`config.mk`:
```
export PLATFORM = sky130hd
export DESIGN_NAME = aux_req_engine
export DESIGN_NICKNAME = d
export VERILOG_FILES = /design/src/rtl/aux_req_pkg.sv /design/src/rtl/aux_hdr_build.sv /design/src/rtl/aux_reply_decode.sv /design/src/rtl/aux_backoff_timer.sv /design/src/rtl/aux_req_engine.sv
export SDC_FILE = /design/constraint.sdc
export NUM_CORES = 1
export LEC_CHECK = 0
export CELL_PAD_IN_SITES_DETAIL_PLACEMENT = 1
export CELL_PAD_IN_SITES_GLOBAL_PLACEMENT = 1
export CORE_AREA = 5 5 231 233
export CTS_CLUSTER_SIZE = 30
export DETAILED_ROUTE_END_ITERATION = 10
export DIE_AREA = 0 0 236 238
export GPL_ROUTABILITY_DRIVEN = 1
export PLACE_DENSITY = 0.68
export SYNTH_ARGS = -nofsm -noshare
export SYNTH_HDL_FRONTEND = slang
export SYNTH_SLANG_ARGS = --single-unit
```
`constraint.sdc`:
```
create_clock -name clk -period 3.05 [get_ports clk]
set_input_delay 0.61 -clock clk [delete_from_list [all_inputs] [get_ports clk]]
set_output_delay 0.61 -clock clk [all_outputs]
set_load 0.02 [all_outputs]
```
`src/rtl/aux_req_pkg.sv`:
```
package aux_req_pkg;
   typedef enum logic [2:0] {
      CMD_NWR   = 3'd0,
      CMD_NRD   = 3'd1,
      CMD_IWR   = 3'd2,
      CMD_IRD   = 3'd3,
      CMD_IADDR = 3'd4
   } aux_cmd_e;

   typedef enum logic [2:0] {
      ST_OK      = 3'd0,
      ST_TIMEOUT = 3'd1,
      ST_IO      = 3'd2,
      ST_PROTO   = 3'd3,
      ST_REMOTE  = 3'd4,
      ST_REJECT  = 3'd5
   } aux_status_e;

   typedef enum logic [1:0] {
      ACT_DONE,
      ACT_NOW,
      ACT_WAIT,
      ACT_FAIL
   } aux_act_e;

   localparam logic [1:0] LL_TIMEOUT = 2'd1;
   localparam logic [1:0] LL_BUSY    = 2'd2;
   localparam logic [1:0] LL_ERROR   = 2'd3;

   localparam logic [1:0] RP_ACK   = 2'd0;
   localparam logic [1:0] RP_DEFER = 2'd2;

   localparam logic [3:0] NIB_NWR = 4'h8;
   localparam logic [3:0] NIB_NRD = 4'h9;
   localparam logic [3:0] NIB_IWR = 4'h0;
   localparam logic [3:0] NIB_IRD = 4'h1;
   localparam logic [3:0] NIB_MOT = 4'h4;
endpackage

```
`src/rtl/aux_hdr_build.sv`:
```
module aux_hdr_build
   import aux_req_pkg::*;
#(
   parameter int ADDR_W    = 20,
   parameter int MAX_BYTES = 16,
   parameter int LEN_W     = 5,
   parameter int MSG_W     = 5
)(
   input  logic [2:0]        cmd,
   input  logic              stop,
   input  logic [ADDR_W-1:0] addr,
   input  logic [LEN_W-1:0]  len,
   output logic [31:0]       hdr,
   output logic [MSG_W-1:0]  msg_len,
   output logic              too_long
);
   logic [3:0]       hi_nib;
   logic [3:0]       cmd_nib;
   logic [3:0]       mot;
   logic [3:0]       len_m1;
   logic [7:0]       len_byte;
   logic [MSG_W-1:0] total;

   generate
      if (ADDR_W > 16) begin : g_wide_addr
         assign hi_nib = 4'(addr[ADDR_W-1:16]);
      end else begin : g_narrow_addr
         assign hi_nib = 4'h0;
      end
   endgenerate

   assign mot    = stop ? 4'h0 : NIB_MOT;
   assign len_m1 = 4'(len - 1'b1);

   always_comb begin
      total = MSG_W'(4);
      unique case (cmd)
         CMD_NWR: begin
            cmd_nib  = NIB_NWR;
            total    = MSG_W'(len) + MSG_W'(4);
            len_byte = {total[3:0], len_m1};
         end
         CMD_NRD: begin
            cmd_nib  = NIB_NRD;
            len_byte = {4'h4, len_m1};
         end
         CMD_IWR: begin
            cmd_nib  = NIB_IWR | mot;
            total    = MSG_W'(5);
            len_byte = 8'h50;
         end
         CMD_IRD: begin
            cmd_nib  = NIB_IRD | mot;
            len_byte = 8'h40;
         end
         default: begin
            cmd_nib  = NIB_IWR | mot;
            len_byte = 8'h30;
         end
      endcase
   end

   assign hdr      = {len_byte, cmd_nib, hi_nib, addr[15:8], addr[7:0]};
   assign msg_len  = total;
   assign too_long = (cmd == CMD_NWR) && (int'(len) > MAX_BYTES);
endmodule

```
`src/rtl/aux_reply_decode.sv`:
```
module aux_reply_decode
   import aux_req_pkg::*;
(
   input  logic        is_i2c,
   input  logic        is_read,
   input  logic        cnt_zero,
   input  logic [1:0]  ll_status,
   input  logic [7:0]  reply,
   output aux_act_e    act,
   output aux_status_e fail_code
);
   logic [1:0] nat_f;
   logic [1:0] i2c_f;

   assign nat_f = reply[5:4];
   assign i2c_f = reply[7:6];

   always_comb begin
      act       = ACT_FAIL;
      fail_code = ST_IO;
      unique case (ll_status)
         LL_TIMEOUT: fail_code = ST_TIMEOUT;
         LL_BUSY:    act = ACT_NOW;
         LL_ERROR:   fail_code = ST_IO;
         default: begin
            if (!is_i2c) begin
               if (nat_f == RP_ACK)        act = ACT_DONE;
               else if (nat_f == RP_DEFER) act = ACT_WAIT;
               else fail_code = (is_read && cnt_zero) ? ST_PROTO : ST_IO;
            end else begin
               fail_code = ST_REMOTE;
               if (nat_f == RP_DEFER) act = ACT_WAIT;
               else if (nat_f == RP_ACK) begin
                  if (i2c_f == RP_ACK)        act = ACT_DONE;
                  else if (i2c_f == RP_DEFER) act = ACT_WAIT;
               end
            end
         end
      endcase
   end
endmodule

```
`src/rtl/aux_backoff_timer.sv`:
```
module aux_backoff_timer #(
   parameter int WAIT_CYC = 80000
)(
   input  logic clk,
   input  logic rst_n,
   input  logic start,
   output logic expired
);
   localparam int CW = $clog2(WAIT_CYC + 1);

   logic [CW-1:0] cnt;
   logic          running;

   always_ff @(posedge clk or negedge rst_n) begin
      if (!rst_n) begin
         cnt     <= '0;
         running <= 1'b0;
      end else if (start) begin
         cnt     <= CW'(WAIT_CYC - 1);
         running <= 1'b1;
      end else if (running) begin
         if (cnt == '0) running <= 1'b0;
         else           cnt     <= cnt - 1'b1;
      end
   end

   assign expired = running && (cnt == '0);

   p_no_restart_r6: assert property (@(posedge clk) disable iff (!rst_n)
      (running && cnt != '0) |-> !start);
endmodule

```
`src/rtl/aux_req_engine.sv`:
```
module aux_req_engine
   import aux_req_pkg::*;
#(
   parameter int ADDR_W     = 20,
   parameter int MAX_BYTES  = 16,
   parameter int MAX_TRIES  = 4,
   parameter int CYC_PER_US = 200,
   parameter int DEFER_US   = 400
)(
   input  logic                           clk,
   input  logic                           rst_n,
   input  logic                           req_valid,
   output logic                           req_ready,
   input  logic [2:0]                     req_cmd,
   input  logic                           req_stop,
   input  logic [ADDR_W-1:0]              req_addr,
   input  logic [$clog2(MAX_BYTES+1)-1:0] req_len,
   input  logic [MAX_BYTES*8-1:0]         req_wdata,
   output logic                           tx_valid,
   output logic [31:0]                    tx_hdr,
   output logic [$clog2(MAX_BYTES+5)-1:0] tx_len,
   output logic [MAX_BYTES*8-1:0]         tx_data,
   input  logic                           rsp_valid,
   input  logic [1:0]                     rsp_status,
   input  logic [7:0]                     rsp_reply,
   input  logic [$clog2(MAX_BYTES+1)-1:0] rsp_count,
   input  logic [MAX_BYTES*8-1:0]         rsp_data,
   output logic                           done,
   output logic [2:0]                     done_status,
   output logic [$clog2(MAX_BYTES+1)-1:0] done_count,
   output logic [MAX_BYTES*8-1:0]         done_data
);
   localparam int LEN_W    = $clog2(MAX_BYTES + 1);
   localparam int MSG_W    = $clog2(MAX_BYTES + 5);
   localparam int DATA_W   = MAX_BYTES * 8;
   localparam int TRY_W    = $clog2(MAX_TRIES + 1);
   localparam int WAIT_CYC = CYC_PER_US * DEFER_US;

   generate
      if (MAX_BYTES < 1 || MAX_BYTES > 16) begin : g_bad_bytes
         $error("MAX_BYTES must be 1..16 to fit the length nibble");
      end
      if (ADDR_W < 16 || ADDR_W > 20) begin : g_bad_addr
         $error("ADDR_W must be 16..20");
      end
      if (MAX_TRIES < 1) begin : g_bad_tries
         $error("MAX_TRIES must be at least 1");
      end
      if (WAIT_CYC < 1) begin : g_bad_wait
         $error("back-off must be at least one cycle");
      end
   endgenerate

   typedef enum logic [1:0] {S_IDLE, S_ISSUE, S_WAIT, S_BACK} state_e;

   state_e             state;
   logic [31:0]        r_hdr;
   logic [MSG_W-1:0]   r_msg;
   logic [2:0]         r_cmd;
   logic [LEN_W-1:0]   r_len;
   logic [DATA_W-1:0]  r_wdata;
   logic [TRY_W-1:0]   attempt;
   logic [31:0]        b_hdr;
   logic [MSG_W-1:0]   b_msg;
   logic               too_long;
   logic               accept;
   logic               r_i2c;
   logic               last_try;
   aux_act_e           act;
   aux_status_e        fail_code;
   logic               timer_start;
   logic               timer_done;
   logic [LEN_W-1:0]   ok_count;

   aux_hdr_build #(.ADDR_W(ADDR_W), .MAX_BYTES(MAX_BYTES), .LEN_W(LEN_W), .MSG_W(MSG_W)) u_hdr (
      .cmd(req_cmd), .stop(req_stop), .addr(req_addr), .len(req_len),
      .hdr(b_hdr), .msg_len(b_msg), .too_long(too_long));

   assign r_i2c    = (r_cmd != CMD_NWR) && (r_cmd != CMD_NRD);
   assign last_try = (int'(attempt) == MAX_TRIES - 1);

   aux_reply_decode u_dec (
      .is_i2c(r_i2c), .is_read(r_cmd == CMD_NRD), .cnt_zero(rsp_count == '0),
      .ll_status(rsp_status), .reply(rsp_reply), .act(act), .fail_code(fail_code));

   assign timer_start = (state == S_WAIT) && rsp_valid && (act == ACT_WAIT) && !last_try;

   aux_backoff_timer #(.WAIT_CYC(WAIT_CYC)) u_tmr (
      .clk(clk), .rst_n(rst_n), .start(timer_start), .expired(timer_done));

   always_comb begin
      if (r_cmd == CMD_NWR)      ok_count = r_len;
      else if (r_cmd == CMD_NRD) ok_count = (rsp_count > r_len) ? r_len : rsp_count;
      else                       ok_count = (rsp_count != '0) ? LEN_W'(1) : '0;
   end

   assign req_ready = (state == S_IDLE);
   assign accept    = req_valid && req_ready;
   assign tx_valid  = (state == S_ISSUE);
   assign tx_hdr    = r_hdr;
   assign tx_len    = r_msg;
   assign tx_data   = r_wdata;

   always_ff @(posedge clk or negedge rst_n) begin
      if (!rst_n) begin
         state       <= S_IDLE;
         r_hdr       <= '0;
         r_msg       <= '0;
         r_cmd       <= '0;
         r_len       <= '0;
         r_wdata     <= '0;
         attempt     <= '0;
         done        <= 1'b0;
         done_status <= ST_OK;
         done_count  <= '0;
         done_data   <= '0;
      end else begin
         done <= 1'b0;
         unique case (state)
            S_IDLE: if (accept) begin
               r_hdr   <= b_hdr;
               r_msg   <= b_msg;
               r_cmd   <= req_cmd;
               r_len   <= req_len;
               r_wdata <= req_wdata;
               attempt <= '0;
               if (too_long) begin
                  done        <= 1'b1;
                  done_status <= ST_REJECT;
                  done_count  <= '0;
                  done_data   <= '0;
               end else begin
                  state <= S_ISSUE;
               end
            end
            S_ISSUE: state <= S_WAIT;
            S_WAIT: if (rsp_valid) begin
               unique case (act)
                  ACT_DONE: begin
                     done        <= 1'b1;
                     done_status <= ST_OK;
                     done_count  <= ok_count;
                     done_data   <= rsp_data;
                     state       <= S_IDLE;
                  end
                  ACT_FAIL: begin
                     done        <= 1'b1;
                     done_status <= fail_code;
                     done_count  <= '0;
                     done_data   <= '0;
                     state       <= S_IDLE;
                  end
                  default: begin
                     if (last_try) begin
                        done        <= 1'b1;
                        done_status <= r_i2c ? ST_REMOTE : ST_IO;
                        done_count  <= '0;
                        done_data   <= '0;
                        state       <= S_IDLE;
                     end else begin
                        attempt <= attempt + 1'b1;
                        state   <= (act == ACT_NOW) ? S_ISSUE : S_BACK;
                     end
                  end
               endcase
            end
            S_BACK: if (timer_done) state <= S_ISSUE;
            default: state <= S_IDLE;
         endcase
      end
   end

   p_reject_silent_r3: assert property (@(posedge clk) disable iff (!rst_n)
      (accept && too_long) |=> (done && !tx_valid && done_status == ST_REJECT));

   p_try_bound_r4: assert property (@(posedge clk) disable iff (!rst_n)
      int'(attempt) < MAX_TRIES);

   p_native_clamp_r8: assert property (@(posedge clk) disable iff (!rst_n)
      (done && done_status == ST_OK && !r_i2c) |-> (done_count <= r_len));

   p_ready_drops_r10: assert property (@(posedge clk) disable iff (!rst_n)
      (accept && !too_long) |=> !req_ready);

   p_done_cause_r11: assert property (@(posedge clk) disable iff (!rst_n)
      done |-> ($past(rsp_valid) || $past(req_valid)));
endmodule

```
* Word level (Yosys, flattened, before mapping)
Cells that the tools add are included.
** Word-level totals
- Bits in registers :: 333
- Input bits :: 304
- Output and inout port bits :: 304
- Word-level logic and storage cells :: 139
** Operators by class
- Add/subtract/negate cells :: 4
- Order comparisons :: 2
- Eq/ne operators :: 26
- Mux-type cells :: 65
- Reduce and logical (&&, ||, !) cells :: 29
** Operators by type and width (number)
- two-way mux 128 bit :: 4
- case mux 128 bit (2 select lines) :: 2
- two-way mux 17 bit :: 3
- two-way mux 3 bit :: 13
- two-way mux 5 bit :: 7
- case mux 8 bit (4 select lines) :: 1
- case mux 5 bit (2 select lines) :: 3
- two-way mux 2 bit :: 12
- case mux 3 bit (2 select lines) :: 4
- logical NOT 17 bit :: 1
- subtractor 17 x 1 -> 17 bit (second input constant) :: 1
- == test 2 bit (second input constant) :: 8
- two-way mux 1 bit :: 12
- inequality test 2 bit (second input constant) :: 6
- case mux 4 bit (3 select lines) :: 1
- AND reduction 5 bit :: 2
- logical AND 1 bit :: 8
- logical NOT 2 bit :: 4
- case mux 2 bit (4 select lines) :: 1
- == test 2 x 1 -> 1 bit (second input constant) :: 3
- == test 3 x 1 -> 1 bit (second input constant) :: 2
- == test 3 x 2 -> 1 bit (second input constant) :: 2
- logical NOT 3 bit :: 2
- OR reduction 2 bit :: 3
- other kinds (18) :: 21

* Longest topological paths before layout
Gate-level depths: netlist of run 1.
- Depth in word-level cells :: 13
- Depth in mapped cells :: 12
- Mapped depth without buffers :: 10

* Cells and area by module
A second synthesis of run 1 with hierarchy kept.
** Second synthesis, totals
- Cell total of the unflattened synthesis :: 963
- Area, all modules :: 13534.2 sq um
** Modules (own cells, without submodules)
- aux_req_engine :: times used 1, cells an instance 781, area each 12001.5 sq um, sequential area each 7882.6 sq um
- aux_backoff_timer :: times used 1, cells an instance 115, area each 1092.3 sq um, sequential area each 450.4 sq um
- aux_hdr_build :: times used 1, cells an instance 56, area each 374.1 sq um, sequential area each 0.0 sq um
- aux_reply_decode :: times used 1, cells an instance 11, area each 66.3 sq um, sequential area each 0.0 sq um

* Least setup slack after synthesis of run 1
Ideal clock, no wire load.
- Path kind :: input -> register
- Start point :: input rsp_reply[7]
- End point :: register done_data[100]
- Library setup time :: 0.066 ns
- Data arrival time :: 2.587 ns
- Data required time :: 2.984 ns
- Slack :: 0.398 ns
- Stages on the path :: 10
- Buffers on the path :: 2
- Cell sequence :: o21ai_0 a21oi_1 or2_2 ha_1 nor2_1 or2_2 nor3b_2 buf_2 buf_2 a22o_1
** On the way
- Longest elaborated chain between the ends :: 11
- Elaborated cells between the ends (all ways) :: 15
- Classes of those cells :: eq/ne: 3; mux: 9; reduce/logical: 3
** RTL lines
- from (decl) :: line aux_req_engine.sv:25 : input logic [7:0] rsp_reply,
- == test 2 bit :: line aux_reply_decode.sv:35 : else if (i2c_f == RP_DEFER) act = ACT_WAIT;
- two-way mux 1 bit :: line aux_reply_decode.sv:35
- two-way mux 2 bit * :: line aux_reply_decode.sv:34 : if (i2c_f == RP_ACK) act = ACT_DONE;
- two-way mux 2 bit * :: line aux_reply_decode.sv:33 : else if (nat_f == RP_ACK) begin
- two-way mux 2 bit * :: line aux_reply_decode.sv:32 : if (nat_f == RP_DEFER) act = ACT_WAIT;
- two-way mux 2 bit * :: line aux_reply_decode.sv:26 : if (!is_i2c) begin
- case mux 2 bit (2 select lines) * :: line aux_reply_decode.sv:21 : unique case (ll_status)
- == test 2 bit or logical NOT 2 bit (tied branches) :: line aux_req_engine.sv:138 : unique case (act)
- case mux 128 bit (2 select lines) :: line aux_req_engine.sv:138
- two-way mux 128 bit :: line aux_req_engine.sv:137 : S_WAIT: if (rsp_valid) begin
- case mux 128 bit (2 select lines) :: line aux_req_engine.sv:119 : unique case (state)
- to (signal assigned) :: line aux_req_engine.sv:143 : done_data <= rsp_data;
- to (decl) :: line aux_req_engine.sv:31 : output logic [MAX_BYTES*8-1:0] done_data
Every way passes the cells marked *; elsewhere a longest branch is shown, timed or not. The select of a mux whose other input is x is not followed.
A chain may end at the register's enable or synchronous reset.

* Worst setup path after layout of run 1
- Start point :: register r_cmd[1]
- End point :: register done_data[37]
** On the way
- Longest elaborated chain between the ends :: 8
- Elaborated cells between the ends (all ways) :: 12
- Classes of those cells :: eq/ne: 3; mux: 5; reduce/logical: 4
** RTL lines
- from (decl) :: line aux_req_engine.sv:59 : logic [2:0] r_cmd;
- from (signal assigned) :: line aux_req_engine.sv:123 : r_cmd <= req_cmd;
- inequality test 3 x 1 -> 1 bit or nonzero test 3 bit (tied branches) :: line aux_req_engine.sv:79 : assign r_i2c = (r_cmd != CMD_NWR) && (r_cmd != CMD_NRD);
- logical AND 1 bit * :: line aux_req_engine.sv:79
- two-way mux 2 bit * :: line aux_reply_decode.sv:26
- case mux 2 bit (2 select lines) * :: line aux_reply_decode.sv:21
- == test 2 bit or logical NOT 2 bit (tied branches) :: line aux_req_engine.sv:138
- case mux 128 bit (2 select lines) :: line aux_req_engine.sv:138
- two-way mux 128 bit :: line aux_req_engine.sv:137
- case mux 128 bit (2 select lines) :: line aux_req_engine.sv:119
Marks and branches as above.

==> out/metrics.csv, run 1 <==
metric,value,unit
status,"complete, no violations",
ir_worst_vdd,0.335,mV
arrival,3270,ps
dp_slack,-160,ps
crit_path_start_kind,flip-flop,
num_rows,83,
synthFlopType,dfrtp_1,
wl_per_cell,20.8,um
worstReg2RegStart,r_cmd[1],
antenna_found_initial,4,
synth-seq-area-share,63.6,%
ys_ff_latch,332,
synth_edf_count,0,
slowest_delay,390,ps
grt_max_degree,69,
initial_core_util,25.6,%
avgSynthCellArea,10.5,um^2
fin_ws,266,ps
rsz0062_at_grt,false,
gp_congestion,0.795,
ant_nets,0,
fmax,0.359,GHz
hold_viol,0,
postCtsSetupBuffers,0,
num_io_pins,608,
period_share,91.3,%
cts_tree,built,
tightestPinTransition,965,ps
fin_util,42.4,%
dieArea,56200,um^2
ctsHoldBuffers,0,
clockRootBuffer,clkbuf_16,
numPortBuffers,602,
grt_pass1_wl,80100,um
cts_buffers,41,
nFillCells,5634,
drv_cap,0,
die_w,236,um
gr-total-overflow,0,
synth.cell_area,13100,um^2
rrSetupSlack,270,ps
cts-resized-gates,0,
cts.clk_slew.worst_paths,60,ps
vias_per_cell,4.53,
vias,11700,
coreArea,51000,um^2
postSynthCellCount,1242,
dp.cells,2501,
drt-total-wl,53400,um
setup_viol,0,
power_density,465,nW/um^2
ys_types,54,
ys_warn_count,0,
finalMaxSlewViolations,0,
worst_ep_required_time,3530,ps
power.leakage,10.1,nW
cts.sinks,332,
first_iter_violations,374,
grt_pass1_vias,12700,
htree_levels,2,
synthesis.nets,1567,
clock_skew,13.6,ps
clk_latency,550,ps
area_growth,65.4,%
critPathTopFamily,simple AND/OR/NAND/NOR gates,
layout_commonest_cell,clkdlybuf4s50_1,
min_path_type,in -> async,
crit_chain,or2_1 > o21ai_0 > a21oi_1 > or2_2 > ha_1 > nor2_1 > or2_2 > nor3b_4 > buf_12 > buf_12 > a22o_1,
cts_buffer_depth,3,
rr_worst_depth,11,
drive_gt1_share,6.50,%
tns,0,ps
crit_path_end_kind,flip-flop,
critPathSlowestCell,dfrtp_1,
final_cells,2575,
dp_hpwl,40600,um
drt-pass1-iter-count,4,
hold_ws,50.2,ps
reg2reg_to,done_data[37],
cp_num_buf_inv,2,
track_usage,18.3,%
die-height,238,um
fin_crit,2780,ps
worst-path-max-fanout,35,
layout.nets,2189,
crit_type,reg -> reg,
relSlewSlack,35.1,%
synthArstFlopShare,100,%
drcViolationCount,0,
layout_common_cells,"clkdlybuf4s50_1 (601), nand2_1 (502), dfrtp_1 (332)",
==> cells in the mapped netlist (2+ instances only) <==
cell	instances	area share, %
nand3b_1	2	0.11
and3_1	3	0.14
nor4_1	3	0.14
buf_2	22	0.84
nor2_1	26	0.75
xnor2_1	8	0.54
o31ai_1	4	0.23
a211o_1	2	0.13
nor3b_1	2	0.11
xor2_1	8	0.54
clkbuf_1	42	1.2
nand3_1	5	0.19
buf_4	2	0.11
a22o_1	130	8.7
nand4b_1	2	0.13
dfrtp_1	332	64
nand2_1	503	14
inv_1	25	0.72
o21ai_0	30	1.1
buf_6	5	0.43
ha_1	21	2.0
mux2i_1	7	0.54
or4_1	2	0.11
a21o_1	3	0.17
o211ai_1	5	0.29
a32o_1	2	0.15
or2_2	2	0.096
nor3_1	6	0.23
o2111ai_1	2	0.13
a31oi_1	3	0.14
a21oi_1	8	0.31
nand4_1	3	0.14
==> power by group <==
group	leakage (nW)	internal (W)	switching [W]
registers	4.52	0.00441	0.000000134
clock network	0.692	0.00313	0.00193
logic	4.92	0.000378	0.000204
total	10.1	0.00791	0.00213
==> sequential cells by signal, indices dropped and copies added, names as in the netlist, 5 cells and up <==
register	cells
r_len	5
u_tmr.cnt	17
tx_hdr	31
tx_data	128
tx_len	5
done_count	5
done_data	128
==> worst max-delay path by stage <==
stage / start / end / slack, ps / depth (start not counted)
after floorplan: rsp_reply[7] / done_data[100] / 400 / 10
after CTS: r_cmd[1] / done_data[37] / 230 / 11
after global routing: r_cmd[1] / done_data[8] / 90 / 11
after global placement: rsp_reply[7] / done_data[16] / -80 / 11
final: r_cmd[1] / done_data[37] / 270 / 11
after detailed placement: rsp_reply[7] / done_data[37] / -160 / 11
==> cell type report <==
class | count | area (um^2) | share of cell area, %
Antenna cell | 2 | 5.00 | 0.0232
Clock buffer | 59 | 1230 | 5.68
Clock inverter | 13 | 179 | 0.828
Inverter | 25 | 93.8 | 0.434
Multi-Input combinational cell | 813 | 4340 | 20.1
Sequential cell | 332 | 8310 | 38.5
Tap cell | 680 | 851 | 3.94
Timing Repair Buffer | 651 | 6600 | 30.5
==> logic make-up after synthesis <==
family | count (synthesis) | synth area share, %
xor+xnor | 16 | 1.07
mux | 7 | 0.536
other cells | 1 | 0.0287
fa+ha+maj | 21 | 2.01
flops | 332 | 63.6
compound gates | 195 | 11.8
buf+inv | 97 | 3.34
simple gates | 573 | 17.6
==> through the flow <==
stage,cell area [um^2],power [W]
detailed placement,20200,0.00508
finish,21600,0.0100
global route,21600,0.0105
global placement,20200,0.00508
CTS,21600,0.0103
floorplan,13100,0.00452
==> layer usage <==
layer | GRT usage (%) | part of all wire, % | vias up | routed length [um]
li1 | - | - | 5373 | -
met1 | 19.9 | 37 | 5754 | 20000
met2 | 32.6 | 50 | 442 | 26800
met3 | 7.51 | 9.3 | 90 | 4950
met4 | 5.95 | 3.1 | 8 | 1640
met5 | 0 | 0.10 | - | 55
(Power assumes the default switching activity.)
==> run 2: changes to the inputs <==
--- a/config.mk
+++ b/config.mk
@@ -5,7 +5,7 @@
 export SDC_FILE = /design/constraint.sdc
 export NUM_CORES = 1
 export LEC_CHECK = 0
-export CELL_PAD_IN_SITES_DETAIL_PLACEMENT = 1
+export CELL_PAD_IN_SITES_DETAIL_PLACEMENT = 0
 export CELL_PAD_IN_SITES_GLOBAL_PLACEMENT = 1
 export CORE_AREA = 5 5 231 233
 export CTS_CLUSTER_SIZE = 30
@@ -13,6 +13,7 @@
 export DIE_AREA = 0 0 236 238
 export GPL_ROUTABILITY_DRIVEN = 1
 export PLACE_DENSITY = 0.68
+export SLEW_MARGIN = 15
 export SYNTH_ARGS = -nofsm -noshare
 export SYNTH_HDL_FRONTEND = slang
 export SYNTH_SLANG_ARGS = --single-unit
==> run 2 against run 1 <==
- fmax is 1.6% higher
- clock-buffer cell count is 4 lower
- die area stayed put
- critical path depth stayed put
- via count is 1.7% lower
- final area is 0.13% higher
- critical endpoint is now done_data[46]
- highest routed layer unchanged
==> out/metrics.csv, run 2 (same netlist as run 1, synthesis figures left out) <==
metric,value,unit,change
status,"complete, no violations",,
crit_start,r_cmd[1],,
ir_worst_vdd,0.287,mV,-14%
die_w,236,um,unchanged
track_usage,17.3,%,-0.96 points
wl_per_cell,19.6,um,-5.5%
ctsHoldBuffers,0,,unchanged
cts-resized-gates,0,,unchanged
drive_gt1_share,6.65,%,+0.15 points
power.leakage,10.1,nW,about the same
gr-total-overflow,0,,unchanged
cts_buffer_depth,3,,unchanged
htree_levels,2,,unchanged
cts.sinks,332,,unchanged
clockRootBuffer,clkbuf_16,,
drv_cap,0,,unchanged
rsz0062_at_grt,false,,
area_growth,65.6,%,
setup_viol,0,,unchanged
tightestPinTransition,921,ps,-44.1 ps
die-height,238,um,unchanged
fin_crit,2740,ps,-44.7 ps
fin_util,42.4,%,+0.056 points
layout.nets,2190,,+0.046%
netSwitchingPower,0.00217,W,+2.1%
drt-total-wl,50500,um,-5.4%
pwr-share-clk,50.8,%,+0.5 points
cts.clk_slew.worst_paths,60,ps,about the same
drcViolationCount,0,,unchanged
crit_path_end_kind,flip-flop,,
stdcell_area,21600,um^2,+0.13%
ant_nets,0,,unchanged
rrSetupSlack,310,ps,+40 ps
num_rows,83,,unchanged
relSlewSlack,38.2,%,+3.1 points
grt_pass1_vias,12100,,-5.4%
arrival,3220,ps,-50 ps
finalMaxSlewViolations,0,,unchanged
vias_per_cell,4.45,,-1.8%
numPortBuffers,602,,unchanged
postCtsSetupBuffers,0,,unchanged
worstReg2RegStart,r_cmd[1],,
layout_common_cells,"clkdlybuf4s50_1 (601), nand2_1 (502), dfrtp_1 (332)",,
initial_core_util,25.6,%,unchanged
combPwrFrac,5.7,%,about the same
dp_hpwl,38200,um,-6.1%
worst-path-max-fanout,35,,unchanged
placed_area,20200,um^2,unchanged
hold_ws,38.5,ps,-11.7 ps
vias,11500,,-1.7%
fmax,0.365,GHz,+1.6%
drt-pass1-iter-count,4,,unchanged
period_share,89.8,%,-1.5 points
p_int,0.00796,W,+0.58%
gp_congestion,0.795,,unchanged
coreArea,51000,um^2,unchanged
rr_worst_depth,11,,unchanged
cts_tree,built,,
first_iter_violations,486,,+30%
antenna_found_initial,5,,+1
clock_skew,13.5,ps,-0.183 ps
crit_type,reg -> reg,,
sequentialPowerShare,43.5,%,-0.4 points
crit_path_start_kind,flip-flop,,
p_sw_share,21.5,%,+0.24 points
num_io_pins,608,,unchanged
layout_commonest_cell,clkdlybuf4s50_1,,
reg2reg_to,done_data[46],,
dieArea,56200,um^2,unchanged
clk_latency,550,ps,about the same
worst_ep_required_time,3530,ps,about the same
cts_buffers,42,,+2.4%
grt_pass1_wl,76100,um,-5.1%
grt_max_degree,69,,unchanged
min_path_type,in -> async,,
hold_viol,0,,unchanged
power_density,468,nW/um^2,+0.76%
-- run 2: cell types whose count changed in the layout (fill, tap and decap cells not counted), sizes merged --
cell	change
inv	+1
clkinvlp	+3
clkbuf	-4
bufinv	+1
diode	+1
-- run 2: cell type report --
cell class | instances | area, um^2
Sequential cell | 332 | 8310
Clock inverter | 18 | 240
Tap cell | 680 | 851
Clock buffer | 55 | 1190
Timing Repair Buffer | 651 | 6600
Inverter | 25 | 93.8
Fill cell | 4910 | 29400
Multi-Input combinational cell | 813 | 4340
Antenna cell | 3 | 7.51
-- run 2: worst max-delay path, stage by stage, from the launching register on --
cell	delay (ps)
dfrtp_1	390
or2_1	280
o21ai_0	90
a21oi_1	90
or2_2	290
ha_1	330
nor2_1	70
or2_2	340
nor3b_4	230
buf_12	190
buf_12	200
a22o_1	160
-- run 2: metal layers --
layer | GRT usage [%] | wire, um
met4 | 4.89 | 1250
met3 | 7.56 | 5090
met2 | 30.2 | 25300
met1 | 19.4 | 18800
met5 | 0 | 39
-- run 2: worst max path at each step --
| stage | end | slack (ps) | cells after the start |
|---|---|---|---|
| after global routing | done_data[17] | 110 | 11 |
| after floorplan | done_data[100] | 400 | 10 |
| after global placement | done_data[16] | -80 | 11 |
| after detailed placement | done_data[45] | -110 | 11 |
| final | done_data[46] | 310 | 11 |
| after CTS | req_ready | 230 | 3 |
-- run 2: power by group through the flow --
stage | clock network (W) | registers, W | logic, W
CTS | 0.00535 | 0.00441 | 0.000595
floorplan | 0 | 0.00449 | 0.0000369
detailed placement | 0 | 0.00449 | 0.000592
global placement | 0 | 0.00449 | 0.000590
finish | 0.00515 | 0.00441 | 0.000577
global route | 0.00551 | 0.00440 | 0.000631
-- run 2: per-stage QoR --
stage	setup TNS (ps)	setup slack [ps]	power, W	std cells
after floorplan	0	398	0.00452	1242
after global placement	-4470	-80.7	0.00508	2501
after detailed placement	-6370	-105	0.00508	2501
after CTS	0	231	0.0103	2574
after global routing	0	112	0.0105	2576
final	0	311	0.0101	2577
